$ cat config.mk
export PLATFORM = sky130hd
export DESIGN_NAME = rename_pool
export DESIGN_NICKNAME = d
export VERILOG_FILES = /design/src/rtl/rnp_pkg.sv /design/src/rtl/rnp_alloc.sv /design/src/rtl/rnp_order.sv /design/src/rtl/rnp_entries.sv /design/src/rtl/rename_pool.sv
export SDC_FILE = /design/constraint.sdc
export NUM_CORES = 1
export LEC_CHECK = 0
export BUFFER_PORTS_ARGS = -buffer_cell sky130_fd_sc_hd__buf_2
export CORE_ASPECT_RATIO = 2
export CORE_MARGIN = 1.5
export CORE_UTILIZATION = 55
export CTS_CLUSTER_DIAMETER = 100
export DETAILED_ROUTE_END_ITERATION = 6
export MAX_ROUTING_LAYER = met4
export PLACE_DENSITY = 0.77
export REMOVE_ABC_BUFFERS = 1
export SYNTH_ARGS = -nofsm -noshare
export SYNTH_HDL_FRONTEND = slang
export SYNTH_HIERARCHICAL = 1
export SYNTH_SLANG_ARGS = --single-unit
$ cat constraint.sdc
create_clock -name clk_i -period 4.45 [get_ports clk_i]
set_clock_uncertainty 0.2 [all_clocks]
set_input_delay 0.445 -clock clk_i [delete_from_list [all_inputs] [get_ports clk_i]]
set_output_delay 0.445 -clock clk_i [all_outputs]
set_load 0.03 [all_outputs]
$ cat src/rtl/rnp_pkg.sv
// Package: shared constants and the modular age comparison for the rename pool.
// Assumes sequence widths below 32 bits and an in-flight window under half the range.
package rnp_pkg;

    // Number of dispatch slots served per cycle.
    localparam int DISP_SLOTS = 2;

    // True when sequence a is younger than sequence b under w-bit wrap-around.
    function automatic logic seq_younger(input logic [31:0] a,
                                         input logic [31:0] b,
                                         input int          w);
        logic [31:0] diff;
        diff = (a - b) & ((32'h1 << w) - 32'h1);
        return (diff != 32'h0) && (diff[w-1] == 1'b0);
    endfunction

endpackage

$ cat src/rtl/rnp_alloc.sv
// Module: free-entry picker. Each dispatch slot takes the lowest free entry
// not yet taken by a lower slot. Grants are given in slot order and are withheld
// during a flush. Purely combinational; the clock is used only by the checks.
module rnp_alloc #(
    parameter int NUM_ENT = 5,
    parameter int TAG_W   = 3,
    parameter int SLOTS   = 2
) (
    input  logic                        clk_i,
    input  logic                        rst_ni,
    input  logic [NUM_ENT-1:0]          busy_i,
    input  logic [SLOTS-1:0]            req_i,
    input  logic                        flush_i,
    output logic [SLOTS-1:0]            gnt_o,
    output logic [SLOTS-1:0][TAG_W-1:0] tag_o
);

    logic [NUM_ENT-1:0] avail;
    logic               chain;
    logic               found;

    // Pick the lowest free entry per slot and chain the grants in slot order.
    always_comb begin
        avail = ~busy_i;
        chain = 1'b1;
        found = 1'b0;
        gnt_o = '0;
        tag_o = '0;
        for (int s = 0; s < SLOTS; s++) begin
            found = 1'b0;
            for (int e = NUM_ENT - 1; e >= 0; e--) begin
                if (avail[e]) begin
                    tag_o[s] = TAG_W'(e);
                    found    = 1'b1;
                end
            end
            gnt_o[s] = chain && req_i[s] && found && !flush_i;
            chain    = gnt_o[s];
            if (found) begin
                avail[tag_o[s]] = 1'b0;
            end
        end
    end

    // nothing is handed out in a flush cycle.
    assert_no_grant_in_flush_R3: assert property (@(posedge clk_i) disable iff (!rst_ni)
        flush_i |-> (gnt_o == '0));

    // a higher slot is granted only together with every lower slot.
    for (genvar s = 1; s < SLOTS; s++) begin : g_order_chk
        assert_slot_in_order_R3: assert property (@(posedge clk_i) disable iff (!rst_ni)
            gnt_o[s] |-> gnt_o[s-1]);
    end

endmodule

$ cat src/rtl/rnp_order.sv
// Module: dispatch-order queue of entry tags. Tags are pushed in slot order and
// the oldest is popped at retirement. A flush cuts the queue down to the count of
// survivors, which works because younger entries always sit at the tail.
// Assumes pushes are contiguous from slot 0 and that nothing is pushed or popped
// in a flush cycle.
module rnp_order #(
    parameter int NUM_ENT = 5,
    parameter int TAG_W   = 3,
    parameter int SLOTS   = 2,
    localparam int CNT_W  = $clog2(NUM_ENT + 1)
) (
    input  logic                        clk_i,
    input  logic                        rst_ni,
    input  logic [SLOTS-1:0]            push_i,
    input  logic [SLOTS-1:0][TAG_W-1:0] push_tag_i,
    input  logic                        pop_i,
    input  logic                        flush_i,
    input  logic [CNT_W-1:0]            keep_cnt_i,
    output logic                        head_valid_o,
    output logic [TAG_W-1:0]            head_tag_o,
    output logic [CNT_W-1:0]            count_o
);

    logic [TAG_W-1:0] q_q [NUM_ENT];
    logic [TAG_W-1:0] head_q;
    logic [CNT_W-1:0] cnt_q;
    logic [TAG_W-1:0] tail;
    logic [CNT_W-1:0] npush;

    // Add k to a queue position, wrapping at the queue depth.
    function automatic logic [TAG_W-1:0] ptr_add(input logic [TAG_W-1:0] p, input int k);
        int sum;
        sum = int'(p) + k;
        if (sum >= NUM_ENT) begin
            sum = sum - NUM_ENT;
        end
        return TAG_W'(sum);
    endfunction

    // Derive the tail position and the number of tags pushed this cycle.
    always_comb begin
        tail  = ptr_add(head_q, int'(cnt_q));
        npush = '0;
        for (int s = 0; s < SLOTS; s++) begin
            npush = npush + CNT_W'(push_i[s]);
        end
    end

    // Move the head and the occupancy count; a flush resets the count to the survivors.
    always_ff @(posedge clk_i) begin
        if (!rst_ni) begin
            head_q <= '0;
            cnt_q  <= '0;
        end else if (flush_i) begin
            cnt_q <= keep_cnt_i;
        end else begin
            if (pop_i) begin
                head_q <= ptr_add(head_q, 1);
            end
            cnt_q <= cnt_q + npush - CNT_W'(pop_i);
        end
    end

    // Store pushed tags at consecutive tail positions.
    always_ff @(posedge clk_i) begin
        for (int s = 0; s < SLOTS; s++) begin
            if (push_i[s] && !flush_i) begin
                q_q[ptr_add(tail, s)] <= push_tag_i[s];
            end
        end
    end

    assign head_valid_o = (cnt_q != '0);
    assign head_tag_o   = q_q[head_q];
    assign count_o      = cnt_q;

endmodule

$ cat src/rtl/rnp_entries.sv
// Module: rename entry storage. Holds the occupied, ready, destination, sequence
// and data state of each entry. It serves the lookup ports (with same-cycle write
// forwarding) and one read port for the head, and it works out which entries a
// flush kills. Assumes allocation tags name free entries and that a retired tag
// is the head.
module rnp_entries #(
    parameter int NUM_ENT = 5,
    parameter int TAG_W   = 3,
    parameter int DATA_W  = 32,
    parameter int AREG_W  = 5,
    parameter int SEQ_W   = 6,
    parameter int SLOTS   = 2,
    parameter int NUM_LK  = 2,
    localparam int CNT_W  = $clog2(NUM_ENT + 1)
) (
    input  logic                         clk_i,
    input  logic                         rst_ni,
    input  logic [SLOTS-1:0]             alloc_en_i,
    input  logic [SLOTS-1:0][TAG_W-1:0]  alloc_tag_i,
    input  logic [SLOTS-1:0][AREG_W-1:0] alloc_areg_i,
    input  logic [SLOTS-1:0][SEQ_W-1:0]  alloc_seq_i,
    input  logic                         wr_en_i,
    input  logic [TAG_W-1:0]             wr_tag_i,
    input  logic [DATA_W-1:0]            wr_data_i,
    input  logic                         free_en_i,
    input  logic [TAG_W-1:0]             free_tag_i,
    input  logic                         flush_i,
    input  logic [SEQ_W-1:0]             flush_seq_i,
    input  logic [NUM_LK-1:0][TAG_W-1:0] lk_tag_i,
    output logic [NUM_LK-1:0]            lk_ready_o,
    output logic [NUM_LK-1:0][DATA_W-1:0] lk_data_o,
    input  logic [TAG_W-1:0]             rd_tag_i,
    output logic                         rd_ready_o,
    output logic [AREG_W-1:0]            rd_areg_o,
    output logic [DATA_W-1:0]            rd_data_o,
    output logic                         wr_ok_o,
    output logic [NUM_ENT-1:0]           busy_o,
    output logic [CNT_W-1:0]             keep_cnt_o
);

    logic [NUM_ENT-1:0] busy_q;
    logic [NUM_ENT-1:0] rdy_q;
    logic [AREG_W-1:0]  areg_q [NUM_ENT];
    logic [SEQ_W-1:0]   seq_q  [NUM_ENT];
    logic [DATA_W-1:0]  data_q [NUM_ENT];
    logic [NUM_ENT-1:0] kill;
    logic [NUM_ENT-1:0] alloc_hit;
    logic               wr_in_range;
    logic               wr_ok;

    // Mark the entries a flush discards: occupied and younger than the branch.
    always_comb begin
        for (int e = 0; e < NUM_ENT; e++) begin
            kill[e] = flush_i && busy_q[e] &&
                      rnp_pkg::seq_younger(32'(seq_q[e]), 32'(flush_seq_i), SEQ_W);
        end
    end

    // Decode which entries are being allocated this cycle.
    always_comb begin
        alloc_hit = '0;
        for (int s = 0; s < SLOTS; s++) begin
            for (int e = 0; e < NUM_ENT; e++) begin
                if (alloc_en_i[s] && int'(alloc_tag_i[s]) == e) begin
                    alloc_hit[e] = 1'b1;
                end
            end
        end
    end

    // Accept a write only into an occupied entry that this cycle's flush does not kill.
    always_comb begin
        wr_in_range = int'(wr_tag_i) < NUM_ENT;
        wr_ok       = wr_en_i && wr_in_range && busy_q[wr_tag_i] && !kill[wr_tag_i];
    end

    // Update the occupied and ready flags: free/kill, then allocate, then write.
    always_ff @(posedge clk_i) begin
        if (!rst_ni) begin
            busy_q <= '0;
            rdy_q  <= '0;
        end else begin
            for (int e = 0; e < NUM_ENT; e++) begin
                if (kill[e] || (free_en_i && int'(free_tag_i) == e)) begin
                    busy_q[e] <= 1'b0;
                    rdy_q[e]  <= 1'b0;
                end else if (alloc_hit[e]) begin
                    busy_q[e] <= 1'b1;
                    rdy_q[e]  <= 1'b0;
                end else if (wr_ok && int'(wr_tag_i) == e) begin
                    rdy_q[e] <= 1'b1;
                end
            end
        end
    end

    // Capture the destination and sequence at allocation and the data at write.
    always_ff @(posedge clk_i) begin
        for (int e = 0; e < NUM_ENT; e++) begin
            for (int s = 0; s < SLOTS; s++) begin
                if (alloc_en_i[s] && int'(alloc_tag_i[s]) == e) begin
                    areg_q[e] <= alloc_areg_i[s];
                    seq_q[e]  <= alloc_seq_i[s];
                end
            end
            if (wr_ok && int'(wr_tag_i) == e) begin
                data_q[e] <= wr_data_i;
            end
        end
    end

    // One lookup port per reservation-station source, with write forwarding.
    for (genvar p = 0; p < NUM_LK; p++) begin : g_lookup
        logic hit_range;
        logic fwd;
        // Resolve readiness and value for one lookup port.
        always_comb begin
            hit_range     = int'(lk_tag_i[p]) < NUM_ENT;
            fwd           = wr_ok && (lk_tag_i[p] == wr_tag_i);
            lk_ready_o[p] = hit_range && busy_q[lk_tag_i[p]] && (rdy_q[lk_tag_i[p]] || fwd);
            if (fwd) begin
                lk_data_o[p] = wr_data_i;
            end else if (hit_range) begin
                lk_data_o[p] = data_q[lk_tag_i[p]];
            end else begin
                lk_data_o[p] = '0;
            end
        end
    end

    // Read the registered state of the head entry.
    always_comb begin
        rd_ready_o = busy_q[rd_tag_i] && rdy_q[rd_tag_i];
        rd_areg_o  = areg_q[rd_tag_i];
        rd_data_o  = data_q[rd_tag_i];
    end

    // Count the entries that survive this cycle's flush.
    always_comb begin
        keep_cnt_o = '0;
        for (int e = 0; e < NUM_ENT; e++) begin
            keep_cnt_o = keep_cnt_o + CNT_W'(busy_q[e] && !kill[e]);
        end
    end

    assign wr_ok_o = wr_ok;
    assign busy_o  = busy_q;

    // a killed entry is free on the next cycle.
    for (genvar e = 0; e < NUM_ENT; e++) begin : g_kill_chk
        assert_flush_frees_R8: assert property (@(posedge clk_i) disable iff (!rst_ni)
            (flush_i && busy_q[e] &&
             rnp_pkg::seq_younger(32'(seq_q[e]), 32'(flush_seq_i), SEQ_W)) |=> !busy_q[e]);
    end

    // an accepted write leaves its entry ready unless it retires in the same cycle.
    assert_write_marks_ready_R4: assert property (@(posedge clk_i) disable iff (!rst_ni)
        (wr_ok && !(free_en_i && free_tag_i == wr_tag_i)) |=> rdy_q[$past(wr_tag_i)]);

endmodule

$ cat src/rtl/rename_pool.sv
// Module: top of the rename pool. It joins the free-entry picker, the entry
// storage and the dispatch-order queue. It gates retirement on head readiness
// and drives the write broadcast.
// Assumes sequence numbers rise in dispatch order, slot 0 before slot 1, and that
// fewer than 2^(SEQ_W-1) numbers are in flight.
module rename_pool #(
    parameter int  NUM_ENT = 5,
    parameter int  DATA_W  = 32,
    parameter int  AREG_W  = 5,
    parameter int  SEQ_W   = 6,
    parameter int  NUM_LK  = 2,
    localparam int TAG_W   = $clog2(NUM_ENT),
    localparam int SLOTS   = rnp_pkg::DISP_SLOTS
) (
    input  logic                          clk_i,
    input  logic                          rst_ni,
    input  logic [SLOTS-1:0]              disp_req_i,
    input  logic [SLOTS-1:0][AREG_W-1:0]  disp_areg_i,
    input  logic [SLOTS-1:0][SEQ_W-1:0]   disp_seq_i,
    output logic [SLOTS-1:0]              disp_gnt_o,
    output logic [SLOTS-1:0][TAG_W-1:0]   disp_tag_o,
    input  logic                          wr_en_i,
    input  logic [TAG_W-1:0]              wr_tag_i,
    input  logic [DATA_W-1:0]             wr_data_i,
    output logic                          bc_valid_o,
    output logic [TAG_W-1:0]              bc_tag_o,
    output logic [DATA_W-1:0]             bc_data_o,
    input  logic [NUM_LK-1:0][TAG_W-1:0]  lk_tag_i,
    output logic [NUM_LK-1:0]             lk_ready_o,
    output logic [NUM_LK-1:0][DATA_W-1:0] lk_data_o,
    output logic                          head_valid_o,
    output logic                          head_ready_o,
    output logic [TAG_W-1:0]              head_tag_o,
    output logic [AREG_W-1:0]             head_areg_o,
    output logic [DATA_W-1:0]             head_data_o,
    input  logic                          retire_i,
    input  logic                          flush_i,
    input  logic [SEQ_W-1:0]              flush_seq_i
);

    localparam int CNT_W = $clog2(NUM_ENT + 1);

    logic [NUM_ENT-1:0] busy;
    logic [CNT_W-1:0]   keep_cnt;
    logic [CNT_W-1:0]   count;
    logic               wr_ok;
    logic               head_valid;
    logic               head_ready;
    logic [TAG_W-1:0]   head_tag;
    logic               ret_ok;

    rnp_alloc #(
        .NUM_ENT (NUM_ENT),
        .TAG_W   (TAG_W),
        .SLOTS   (SLOTS)
    ) u_alloc (
        .clk_i   (clk_i),
        .rst_ni  (rst_ni),
        .busy_i  (busy),
        .req_i   (disp_req_i),
        .flush_i (flush_i),
        .gnt_o   (disp_gnt_o),
        .tag_o   (disp_tag_o)
    );

    rnp_entries #(
        .NUM_ENT (NUM_ENT),
        .TAG_W   (TAG_W),
        .DATA_W  (DATA_W),
        .AREG_W  (AREG_W),
        .SEQ_W   (SEQ_W),
        .SLOTS   (SLOTS),
        .NUM_LK  (NUM_LK)
    ) u_entries (
        .clk_i        (clk_i),
        .rst_ni       (rst_ni),
        .alloc_en_i   (disp_gnt_o),
        .alloc_tag_i  (disp_tag_o),
        .alloc_areg_i (disp_areg_i),
        .alloc_seq_i  (disp_seq_i),
        .wr_en_i      (wr_en_i),
        .wr_tag_i     (wr_tag_i),
        .wr_data_i    (wr_data_i),
        .free_en_i    (ret_ok),
        .free_tag_i   (head_tag),
        .flush_i      (flush_i),
        .flush_seq_i  (flush_seq_i),
        .lk_tag_i     (lk_tag_i),
        .lk_ready_o   (lk_ready_o),
        .lk_data_o    (lk_data_o),
        .rd_tag_i     (head_tag),
        .rd_ready_o   (head_ready),
        .rd_areg_o    (head_areg_o),
        .rd_data_o    (head_data_o),
        .wr_ok_o      (wr_ok),
        .busy_o       (busy),
        .keep_cnt_o   (keep_cnt)
    );

    rnp_order #(
        .NUM_ENT (NUM_ENT),
        .TAG_W   (TAG_W),
        .SLOTS   (SLOTS)
    ) u_order (
        .clk_i        (clk_i),
        .rst_ni       (rst_ni),
        .push_i       (disp_gnt_o),
        .push_tag_i   (disp_tag_o),
        .pop_i        (ret_ok),
        .flush_i      (flush_i),
        .keep_cnt_i   (keep_cnt),
        .head_valid_o (head_valid),
        .head_tag_o   (head_tag),
        .count_o      (count)
    );

    // Retire only a live, written head, and never during a flush.
    always_comb begin
        ret_ok = retire_i && head_valid && head_ready && !flush_i;
    end

    assign head_valid_o = head_valid;
    assign head_ready_o = head_valid && head_ready;
    assign head_tag_o   = head_tag;
    assign bc_valid_o   = wr_ok;
    assign bc_tag_o     = wr_tag_i;
    assign bc_data_o    = wr_data_i;

    // the order queue holds exactly the occupied entries.
    assert_queue_matches_busy_R7: assert property (@(posedge clk_i) disable iff (!rst_ni)
        int'(count) == $countones(busy));

    // a retired head is free on the next cycle.
    assert_retire_frees_head_R7: assert property (@(posedge clk_i) disable iff (!rst_ni)
        ret_ok |=> !busy[$past(head_tag)]);

    // a granted slot-0 tag is occupied on the next cycle.
    assert_grant_occupies_R2: assert property (@(posedge clk_i) disable iff (!rst_ni)
        disp_gnt_o[0] |=> busy[$past(disp_tag_o[0])]);

endmodule

==> flow_metrics.env, run 1 <==
export IMPL_crit_fanout=8
export IMPL_path_depth=14
export IMPL_tns_ns=0
export IMPL_worstPathArrival_ns=3.70
export IMPL_avgViaCountPerCell=6.16
export IMPL_top_usage_layer="met2"
export IMPL_max_freq_ghz=0.230
export IMPL_synth_cells=1248
export IMPL_cts_clk_slew_worst_paths_ns=0.07
export IMPL_ys_flop_type="edfxtp_1"
export IMPL_crit_path_end_kind="primary output"
export IMPL_dieArea_sq_um=31100
export IMPL_worstSetupStartpoint="u_entries/seq_q[2][0]"
export IMPL_grt_pass1_wl_um=65700
export IMPL_yosys_warnings=6
export IMPL_grt_use_total_pct=28.2
export IMPL_path_delay_family="compound AO/OA/AOI/OAI gates"
export IMPL_synth_seq_cells=249
export IMPL_ir_drop_uv=293
export IMPL_fillCellCount=2163
export IMPL_setup_violations_final=0
export IMPL_r2r_end="u_order/q_q[3][2]"
export IMPL_overflow=0
export IMPL_clockRootBuffer="clkbuf_16"
export IMPL_reg2reg_depth=16
export IMPL_synthArstFlopShare_pct=0
export IMPL_drt_initial_drc_count=794
export IMPL_wirelength_um=43300
export IMPL_start_util_pct=55.8
export IMPL_cts_inserted_buffers=23
export IMPL_core_area_sq_um=29500
export IMPL_critPathKind="reg2out"
export IMPL_placedInstanceArea_sq_um=17800
export IMPL_io_buffers=227
export IMPL_outcome="complete, no violations"
export IMPL_ys_top_cells_by_count="230 x edfxtp_1, 111 x mux2_2, 109 x mux4_2, 104 x inv_1, 99 x nand2_1"
export IMPL_fin_crit_sh_pct=97.7
export IMPL_cp_cell_sequence="inv_1 > ha_1 > fa_2 > inv_1 > a21o_1 > a21oi_2 > xnor2_1 > o311ai_4 > o22ai_4 > nor3b_4 > o21a_4 > clkbuf_16 > mux2_4 > buf_2"
export IMPL_synth_area_sq_um=16500
export IMPL_cp_slowest_stage_delay_ns=0.38
export IMPL_max_slew_worst_pin_slew_ns=0.841
export IMPL_critPathRequiredTime_ns=3.81
export IMPL_relSlewSlack_pct=43.9
export IMPL_reg2reg_from="u_order/count_o[0]"
export IMPL_htree_levels=1
export IMPL_pre_cts_ws_ns=0.197
export IMPL_whs_ns=0.0221
export IMPL_via_count=11400
export IMPL_final_antenna_net_count=0
export IMPL_gp_congestion=0.881
export IMPL_post_route_cell_area_sq_um=19100
export IMPL_min_path_type="in2reg"
export IMPL_antenna_found_initial=0
export IMPL_hold_viol_final=0
export IMPL_post_drt_wl_per_cell_um=23.3
export IMPL_die_x_um=125
export IMPL_slew_violations=0
export IMPL_finalCriticalPeriod_ns=4.35
export IMPL_critPathSlowestCell="fa_2"
export IMPL_drc=0
export IMPL_grt_pass1_vias=12000
export IMPL_syn_avg_cell_area_sq_um=13.2
export IMPL_pin_count=228
export IMPL_die_y_um=248
export IMPL_clockBufferDepth=3
export IMPL_num_rows=89
export IMPL_nNetsFinal=1601
export IMPL_leakagePower_uw=0.00733
export IMPL_place_hpwl_um=28900
export IMPL_yosysTopAreaCell="edfxtp_1"
export IMPL_start_kind="register"
export IMPL_fin_ws_ns=0.104
export IMPL_synth_top_cell_area_share_pct=41.9
export IMPL_maxCapViolations=0
export IMPL_endpoint="lk_data_o[14]"
export IMPL_synthTopCellsByArea="edfxtp_1 42%, mux4_2 15%, mux2_2 7.6%"
export IMPL_powerDensity_nw_per_um2=298
export IMPL_dr_pass1_iters=5
export IMPL_rrSetupSlack_ns=0.23
export IMPL_synth_edff_count=230
export IMPL_ys_seq_area_share_pct=44.2
export IMPL_clk_latency_ns=0.53
export IMPL_cts_sinks=249
export IMPL_use_met3_pct=2.46
export IMPL_drive_gt1_share_pct=43.4
export IMPL_crit_buf_inv=4
export IMPL_cts_tree="yes"
export IMPL_synth_most_common_cell="edfxtp_1"
export IMPL_ys_types=85
export IMPL_gr_usage_met2_pct=53.9
export IMPL_grt_use_met1_pct=29.6
export IMPL_area_delta_synth_final_pct=15.8
export IMPL_critPathMostFrequentCell="inv_1"
export IMPL_grt_max_degree=39
[registers in the layout, summed over array words and instances (netlist names), named ones only]
name              cells
u_entries/busy_o      5
u_entries/seq_q      30
u_entries/areg_q     25
u_entries/rdy_q       5
u_order/count_o       3
u_order/q_q          15
u_entries/data_q    160
u_order/head_q        3
[metal layers]
layer / routed length, um / vias up
met2: 24500 / 485
met4: 1830 / 0
li1: - / 5142
met3: 2330 / 105
met1: 14600 / 5716
met5: 0 / -
[power breakdown]
part / switching [uW] / total, uW / internal [uW]
clock network: 884 / 1960 / 1080
logic: 663 / 1120 / 458
registers: 22.0 / 2610 / 2590
[worst register-to-register path, cell delays in order (launching register included)]
cell and delay, ns:
dfxtp_1 0.34, ha_1 0.23, fa_1 0.49, inv_1 0.08, ha_1 0.22, nor2b_1 0.14
o22ai_2 0.24, xnor2_2 0.19, inv_1 0.12, ha_1 0.25, nor2b_1 0.21, a211oi_1 0.13
a211oi_1 0.26, o21ai_0 0.13, o211ai_1 0.16, and2b_2 0.25, mux2_2 0.34
[cells in the final DEF, fill, tap and decap left out, types with 38 or more instances in the layout]
master    instances
edfxtp_1        230
buf_2           227
mux2_2          110
mux4_2          109
inv_1           104
nand2_1          99
o21ai_0          76
mux2_4           59
buf_4            46
ha_1             38
[logic make-up (layout without fill, tap and decap cells)]
group	after synthesis	count (layout)	share of synthesized area (%)
fa+ha+maj	50	50	4.20
simple gates	232	232	7.00
xor+xnor	39	39	2.12
flops	249	249	44.2
other cells	0	1	0
buf+inv	212	456	6.62
compound gates	180	180	7.52
mux	286	286	28.3
[worst min-delay path by stage]
stage,from,end,slack [ns],depth (start not counted)
after detailed placement,u_entries/rdy_q[3],u_entries/rdy_q[3],0.31,2
final,wr_data_i[2],u_entries/data_q[2][2],0.02,1
after global routing,wr_data_i[2],u_entries/data_q[2][2],0.02,1
after CTS,wr_data_i[2],u_entries/data_q[2][2],0.001,1
after floorplan,u_entries/rdy_q[3],u_entries/rdy_q[3],0.25,2
after global placement,u_entries/rdy_q[3],u_entries/rdy_q[3],0.30,2
[per-stage QoR]
stage | total power [uW] | utilization (%) | std cells
5_1_grt | 5890 | 64.6 | 1856
3_5_place_dp | 3750 | 60.5 | 1779
2_1_floorplan | 3340 | - | 1141
3_3_place_gp | 3730 | 60.5 | 1779
4_1_cts | 5730 | 64.2 | 1851
6_report | 5690 | 64.6 | 1857
[cell type report]
| type | instances | area [sq um] | area share (%) |
|---|---|---|---|
| Sequential cell | 249 | 7290 | 38.2 |
| Clock buffer | 26 | 587 | 3.08 |
| Tap cell | 364 | 455 | 2.39 |
| Clock inverter | 15 | 149 | 0.781 |
| Multi-Input combinational cell | 787 | 8210 | 43.0 |
| Antenna cell | 1 | 2.50 | 0.0131 |
| Inverter | 105 | 394 | 2.07 |
| Timing Repair Buffer | 310 | 1990 | 10.4 |
[what timing repair did]
| action | in CTS | in global routing |
|---|---|---|
| hold buffers | 26 | 0 |
| gates cloned | 2 | 2 |
| resized for setup | 4 | 12 |
| endpoints found under the hold margin | 129 | 0 |
| setup endpoints to repair | 63 | 81 |
| setup buffers | 3 | 3 |
| pin swaps | 5 | 8 |
No activity file was read; power rests on OpenSTA's default activity.
==> run 2, diff against run 1 <==
==> constraint.sdc (replaced) <==
create_clock -name clk_i -period 4.45 [get_ports clk_i]
set_clock_uncertainty 0.2 [all_clocks]
set_input_delay 0.89 -clock clk_i [delete_from_list [all_inputs] [get_ports clk_i]]
set_output_delay 0.89 -clock clk_i [all_outputs]
set_load 0.03 [all_outputs]
==> run 2 against run 1 <==
The flow now finishes with violations (negative setup slack). Worst setup slack got worse by 0.41 ns. Highest routed layer unchanged. Critical path depth did not move. Total power rose by 0.84%.
==> flow_metrics.env, run 2 (synthesis gave the netlist of run 1 again) <==
export IMPL_outcome="finished with violations"
export IMPL_violations="negative setup slack"
export IMPL_area_delta_synth_final_pct=19.8
export IMPL_wirelength_um=44600
export IMPL_fin_ws_ns=-0.302
export IMPL_rrSetupSlack_ns=0.25
export IMPL_cts_hold_buf=0
export IMPL_max_slew_worst_pin_slew_ns=0.862
export IMPL_place_hpwl_um=29600
export IMPL_ir_drop_uv=354
export IMPL_whs_ns=0.310
export IMPL_worstPathArrival_ns=3.66
export IMPL_num_rows=89
export IMPL_clockRootBuffer="clkbuf_16"
export IMPL_die_y_um=248
export IMPL_layout_commonest_cell="edfxtp_1"
export IMPL_min_to="u_entries/rdy_q[0]"
export IMPL_reg_top3="u_entries/data_q x160, u_entries/seq_q x30, u_entries/areg_q x25"
export IMPL_dr_pass1_iters=5
export IMPL_relSlewSlack_pct=42.5
export IMPL_crit_fanout=8
export IMPL_fin_crit_sh_pct=107
export IMPL_max_freq_ghz=0.210
export IMPL_regMostFlops="u_entries/data_q"
export IMPL_largest_register_ffs=160
export IMPL_worstHoldPathCells=2
export IMPL_pin_count=228
export IMPL_start_util_pct=55.8
export IMPL_core_area_sq_um=29500
export IMPL_cts_sinks=249
export IMPL_dieArea_sq_um=31100
export IMPL_reg2reg_from="u_order/head_q[0]"
export IMPL_setup_violations_final=66
export IMPL_overflow=0
export IMPL_post_drt_wl_per_cell_um=23.9
export IMPL_htree_levels=1
export IMPL_die_x_um=125
export IMPL_nNetsFinal=1613
export IMPL_crit_path_end_kind="primary output"
export IMPL_drt_initial_drc_count=943
export IMPL_fillCellCount=2081
export IMPL_drc=0
export IMPL_cts_tree="yes"
export IMPL_start_kind="input port"
export IMPL_r2r_end="u_order/q_q[0][0]"
export IMPL_drive_gt1_share_pct=47.2
export IMPL_grt_pass1_wl_um=66900
export IMPL_final_antenna_net_count=0
export IMPL_grt_pass1_vias=12200
export IMPL_cts_inserted_buffers=23
export IMPL_hold_start="u_entries/rdy_q[0]"
export IMPL_clk_latency_ns=0.53
export IMPL_rsz0062_at_grt="yes"
export IMPL_hold_viol_final=0
export IMPL_leakagePower_uw=0.00754
export IMPL_via_count=11800
export IMPL_grt_use_total_pct=28.7
export IMPL_slew_violations=0
export IMPL_reg2reg_depth=16
export IMPL_critPathKind="in2out"
export IMPL_finalCriticalPeriod_ns=4.75
export IMPL_grt_max_degree=39
export IMPL_diodes=0
export IMPL_tns_ns=-16.83
export IMPL_gp_congestion=0.912
export IMPL_io_buffers=227
export IMPL_layout_common_cells="230 x edfxtp_1, 165 x buf_2, 110 x mux2_2"
export IMPL_min_path_type="reg2reg"
export IMPL_avgViaCountPerCell=6.30
export IMPL_clockBufferDepth=3
export IMPL_antenna_found_initial=0
export IMPL_cts_clk_slew_worst_paths_ns=0.06
export IMPL_critPathRequiredTime_ns=3.36
export IMPL_powerDensity_nw_per_um2=291
export IMPL_maxCapViolations=0
==> run 2: changes by cell type in the layout (fill, tap and decap cells not counted), sizes merged <==
cell	previous run	this run
inv	106	105
dlygate4sd3	26	0
clkinv	9	8
clkbuf	28	30
buf	282	319
diode	1	0
clkinvlp	3	1
==> run 2: repair_timing <==
item	in CTS	in global routing
resized for setup	134	47
cloned	1	2
pin swaps	11	9
setup buffers	7	4
endpoints found under the setup margin	67	91
==> run 2: how the worst max path moves through the flow <==
stage / from / depth (start not counted) / to
2_1_floorplan: flush_seq_i[0] / 11 / lk_data_o[0]
3_3_place_gp: flush_seq_i[0] / 14 / lk_data_o[0]
3_5_place_dp: flush_seq_i[0] / 14 / lk_data_o[32]
4_1_cts: flush_seq_i[1] / 14 / lk_data_o[32]
5_1_grt: flush_seq_i[2] / 15 / lk_data_o[3]
6_report: flush_seq_i[0] / 14 / lk_data_o[4]
==> run 2: metal layers <==
metal	vias to the layer above	track usage, %	part of all wire [%]
li1	5158	-	-
met1	5953	30.8	34
met2	528	54.2	57
met3	113	2.35	5.2
met4	0	11.7	3.8
met5	-	-	0
==> run 2: cell type report <==
| class | instances | area (sq um) | area share, % |
|---|---|---|---|
| clock inverters | 11 | 105 | 0.533 |
| inverters | 105 | 405 | 2.05 |
| flip-flops and latches | 249 | 7290 | 36.9 |
| repair buffers | 322 | 2510 | 12.7 |
| clock buffers | 27 | 591 | 2.99 |
| well taps | 364 | 455 | 2.31 |
| multi-input cells | 787 | 8390 | 42.5 |
==> run 2: critical path, cell delays in order <==
cell	delay, ns
buf_12	0.12
ha_4	0.16
fa_2	0.35
inv_2	0.06
a21o_1	0.14
a21oi_2	0.08
xnor2_2	0.14
o311ai_4	0.29
o22ai_2	0.16
nor3b_4	0.29
o21a_4	0.32
buf_12	0.20
mux2_4	0.32
buf_6	0.14
==> run 2: per-stage QoR <==
step                      total power (uW)  area (sq um)  instances  utilization (%)  worst slack (ns)
after global placement                3760         18200       1813             61.7            -0.466
after detailed placement              3780         18200       1813             61.7            -0.503
final                                 5740         19700       1865             66.9            -0.302
after global routing                  5920         19700       1865             66.9            -0.402
after floorplan                       3340         15800       1141                -             -1.02
after CTS                             5750         19500       1859             66.1            -0.241
==> run 2: report_power, final <==
group	switching (uW)	internal, uW
Sequential	14.7	2590
Clock	853	1060
Combinational	695	528
Total	1560	4180
==> run 3, diff against run 2 <==
- CTS_BUF_LIST: not set -> sky130_fd_sc_hd__clkbuf_8
==> run 3 against run 2 <==
The flow still finishes with violations (negative setup slack). Utilization is 0.12 points higher. Worst setup slack better by 0.023 ns. Non-clock buffer count is 1 lower. Total power is 1.7% higher. Sequential power hardly changed. Routed wire length is 1.0% lower. Critical endpoint unchanged. Critical path depth is 1 higher. Largest power group unchanged. Design area is 0.18% higher.
==> flow_metrics.env, run 3 (synthesis gave the netlist of run 1 again) <==
export IMPL_r2r_end="u_order/q_q[0][1]"
export IMPL_leakagePower_uw=0.00760
export IMPL_start_util_pct=55.8
export IMPL_cts_tree="yes"
export IMPL_worstSetupStartpoint="flush_seq_i[2]"
export IMPL_cts_sinks=249
export IMPL_endpoint="lk_data_o[4]"
export IMPL_regMostFlops="u_entries/data_q"
export IMPL_gp_congestion=0.912
export IMPL_critPathSlowestCell="mux2_4"
export IMPL_drive_gt1_share_pct=47.9
export IMPL_grt_max_degree=39
export IMPL_reg2reg_from="u_order/head_q[0]"
export IMPL_grt_pass1_wl_um=67400
export IMPL_crit_path_end_kind="primary output"
export IMPL_seqPwrFrac_pct=44.6
export IMPL_clk_latency_ns=0.54
export IMPL_die_y_um=248
export IMPL_num_rows=89
export IMPL_min_path_type="reg2reg"
export IMPL_switchingPower_uw=1610
export IMPL_post_route_cell_area_sq_um=19800
export IMPL_max_slew_worst_pin_slew_ns=0.857
export IMPL_ir_drop_uv=250
export IMPL_grt_pass1_vias=12300
export IMPL_violations="negative setup slack"
export IMPL_cp_slowest_stage_delay_ns=0.32
export IMPL_core_area_sq_um=29500
export IMPL_fin_ws_ns=-0.279
export IMPL_antenna_found_initial=2
export IMPL_stdcell_count=1892
export IMPL_pre_cts_ws_ns=-0.503
export IMPL_drt_initial_drc_count=874
export IMPL_worstPathArrival_ns=3.64
export IMPL_final_antenna_net_count=0
export IMPL_maxCapViolations=0
export IMPL_dp_cells=1813
export IMPL_max_freq_ghz=0.211
export IMPL_io_buffers=227
export IMPL_crit_fanout=8
export IMPL_area_delta_synth_final_pct=20.0
export IMPL_dieArea_sq_um=31100
export IMPL_grt_use_total_pct=29.1
export IMPL_pin_count=228
export IMPL_start_kind="input port"
export IMPL_p_int_uw=4230
export IMPL_slew_violations=0
export IMPL_critPathKind="in2out"
export IMPL_placedInstanceArea_sq_um=18200
export IMPL_die_x_um=125
export IMPL_drc=0
export IMPL_post_drt_wl_per_cell_um=23.3
export IMPL_critPathRequiredTime_ns=3.36
export IMPL_outcome="finished with violations"
export IMPL_htree_levels=2
export IMPL_hold_viol_final=0
export IMPL_layout_commonest_cell="edfxtp_1"
export IMPL_cp_cell_sequence="buf_6 > clkinvlp_4 > buf_12 > ha_4 > nand2_2 > o21ai_2 > xnor2_1 > nand4_1 > o2111ai_2 > o22ai_2 > nor3b_4 > o21a_4 > buf_12 > mux2_4 > buf_6"
export IMPL_fin_crit_sh_pct=106
export IMPL_layout_common_cells="230 x edfxtp_1, 170 x buf_2, 110 x mux2_2"
export IMPL_combPwrFrac_pct=20.9
export IMPL_multi_input_area_sq_um=8390
export IMPL_clockBufferDepth=3
export IMPL_cts_inserted_buffers=38
export IMPL_wirelength_um=44100
export IMPL_tns_ns=-15.30
export IMPL_rsz0062_at_grt="yes"
export IMPL_setup_violations_final=66
export IMPL_reg2reg_depth=16
export IMPL_overflow=0
export IMPL_reg_top3="u_entries/data_q x160, u_entries/seq_q x30, u_entries/areg_q x25"
export IMPL_dr_pass1_iters=5
export IMPL_nNetsFinal=1627
export IMPL_fillCellCount=2090
export IMPL_finalCriticalPeriod_ns=4.73
export IMPL_avgViaCountPerCell=6.21
export IMPL_relSlewSlack_pct=42.9
export IMPL_powerDensity_nw_per_um2=295
export IMPL_p_clk_share_pct=34.5
export IMPL_switching_share_pct=27.6
export IMPL_cts_clk_slew_worst_paths_ns=0.07
export IMPL_via_count=11700
export IMPL_rrSetupSlack_ns=0.27
export IMPL_post_route_util_pct=67.0
export IMPL_largest_register_ffs=160
export IMPL_clockRootBuffer="clkbuf_8"
export IMPL_place_hpwl_um=29600
export IMPL_register_area_sq_um=7290
==> run 3: cell type report <==
class | instances | area share (%)
multi-input combinational | 787 | 42.4
tap | 364 | 2.30
clock inverter | 25 | 1.25
clock buffer | 39 | 2.72
timing repair buffer | 321 | 12.4
sequential | 249 | 36.9
inverter | 105 | 2.05
antenna | 2 | 0.0253
==> run 3: worst min path at each step <==
| stage | from | end | slack [ns] | cells after the start |
|---|---|---|---|---|
| floorplan | u_entries/rdy_q[3] | u_entries/rdy_q[3] | 0.25 | 2 |
| global placement | u_entries/rdy_q[0] | u_entries/rdy_q[0] | 0.28 | 2 |
| detailed placement | u_entries/rdy_q[3] | u_entries/rdy_q[3] | 0.30 | 2 |
| CTS | u_entries/rdy_q[3] | u_entries/rdy_q[3] | 0.31 | 2 |
| global route | u_entries/rdy_q[3] | u_entries/rdy_q[3] | 0.34 | 2 |
| finish | u_entries/rdy_q[3] | u_entries/rdy_q[3] | 0.30 | 2 |
==> run 3: through the flow <==
stage / hold slack [ns] / total power (uW)
floorplan: 0.252 / 3340
global placement: 0.283 / 3760
detailed placement: 0.296 / 3780
CTS: 0.305 / 5850
global route: 0.344 / 6040
finish: 0.303 / 5840
==> run 3: worst max-delay path: cells and delay by family <==
| kind | cells | cell delay (ns) |
|---|---|---|
| AO/OA/AOI/OAI | 4 | 0.83 |
| buffers and inverters | 5 | 0.64 |
| AND/OR/NAND/NOR | 3 | 0.50 |
| multiplexers | 1 | 0.32 |
| adder cells (fa/ha/maj) | 1 | 0.29 |
| XOR/XNOR | 1 | 0.12 |
==> run 3: routing by layer <==
metal | routed length (um) | vias to the layer above | GRT usage [%]
met2 | 25100 | 522 | 54.3
li1 | - | 5198 | -
met4 | 1840 | 0 | 13.3
met5 | 0 | - | -
met3 | 2230 | 122 | 3.15
met1 | 15000 | 5898 | 30.7
==> run 3: repair_timing <==
action                                  CTS  global route
gates cloned                              1             1
buffers inserted                          6             5
resized for setup                       133            33
endpoints found under the setup margin   67            91
pin swaps                                11            10
hold buffers                              0             0
==> run 3: power by group through the flow <==
| stage | logic, uW | registers (uW) | clock network, uW |
|---|---|---|---|
| after global placement | 1110 | 2650 | 0 |
| after detailed placement | 1130 | 2650 | 0 |
| after floorplan | 684 | 2650 | 0 |
| final | 1220 | 2600 | 2010 |
| after CTS | 1190 | 2600 | 2050 |
| after global routing | 1300 | 2610 | 2130 |
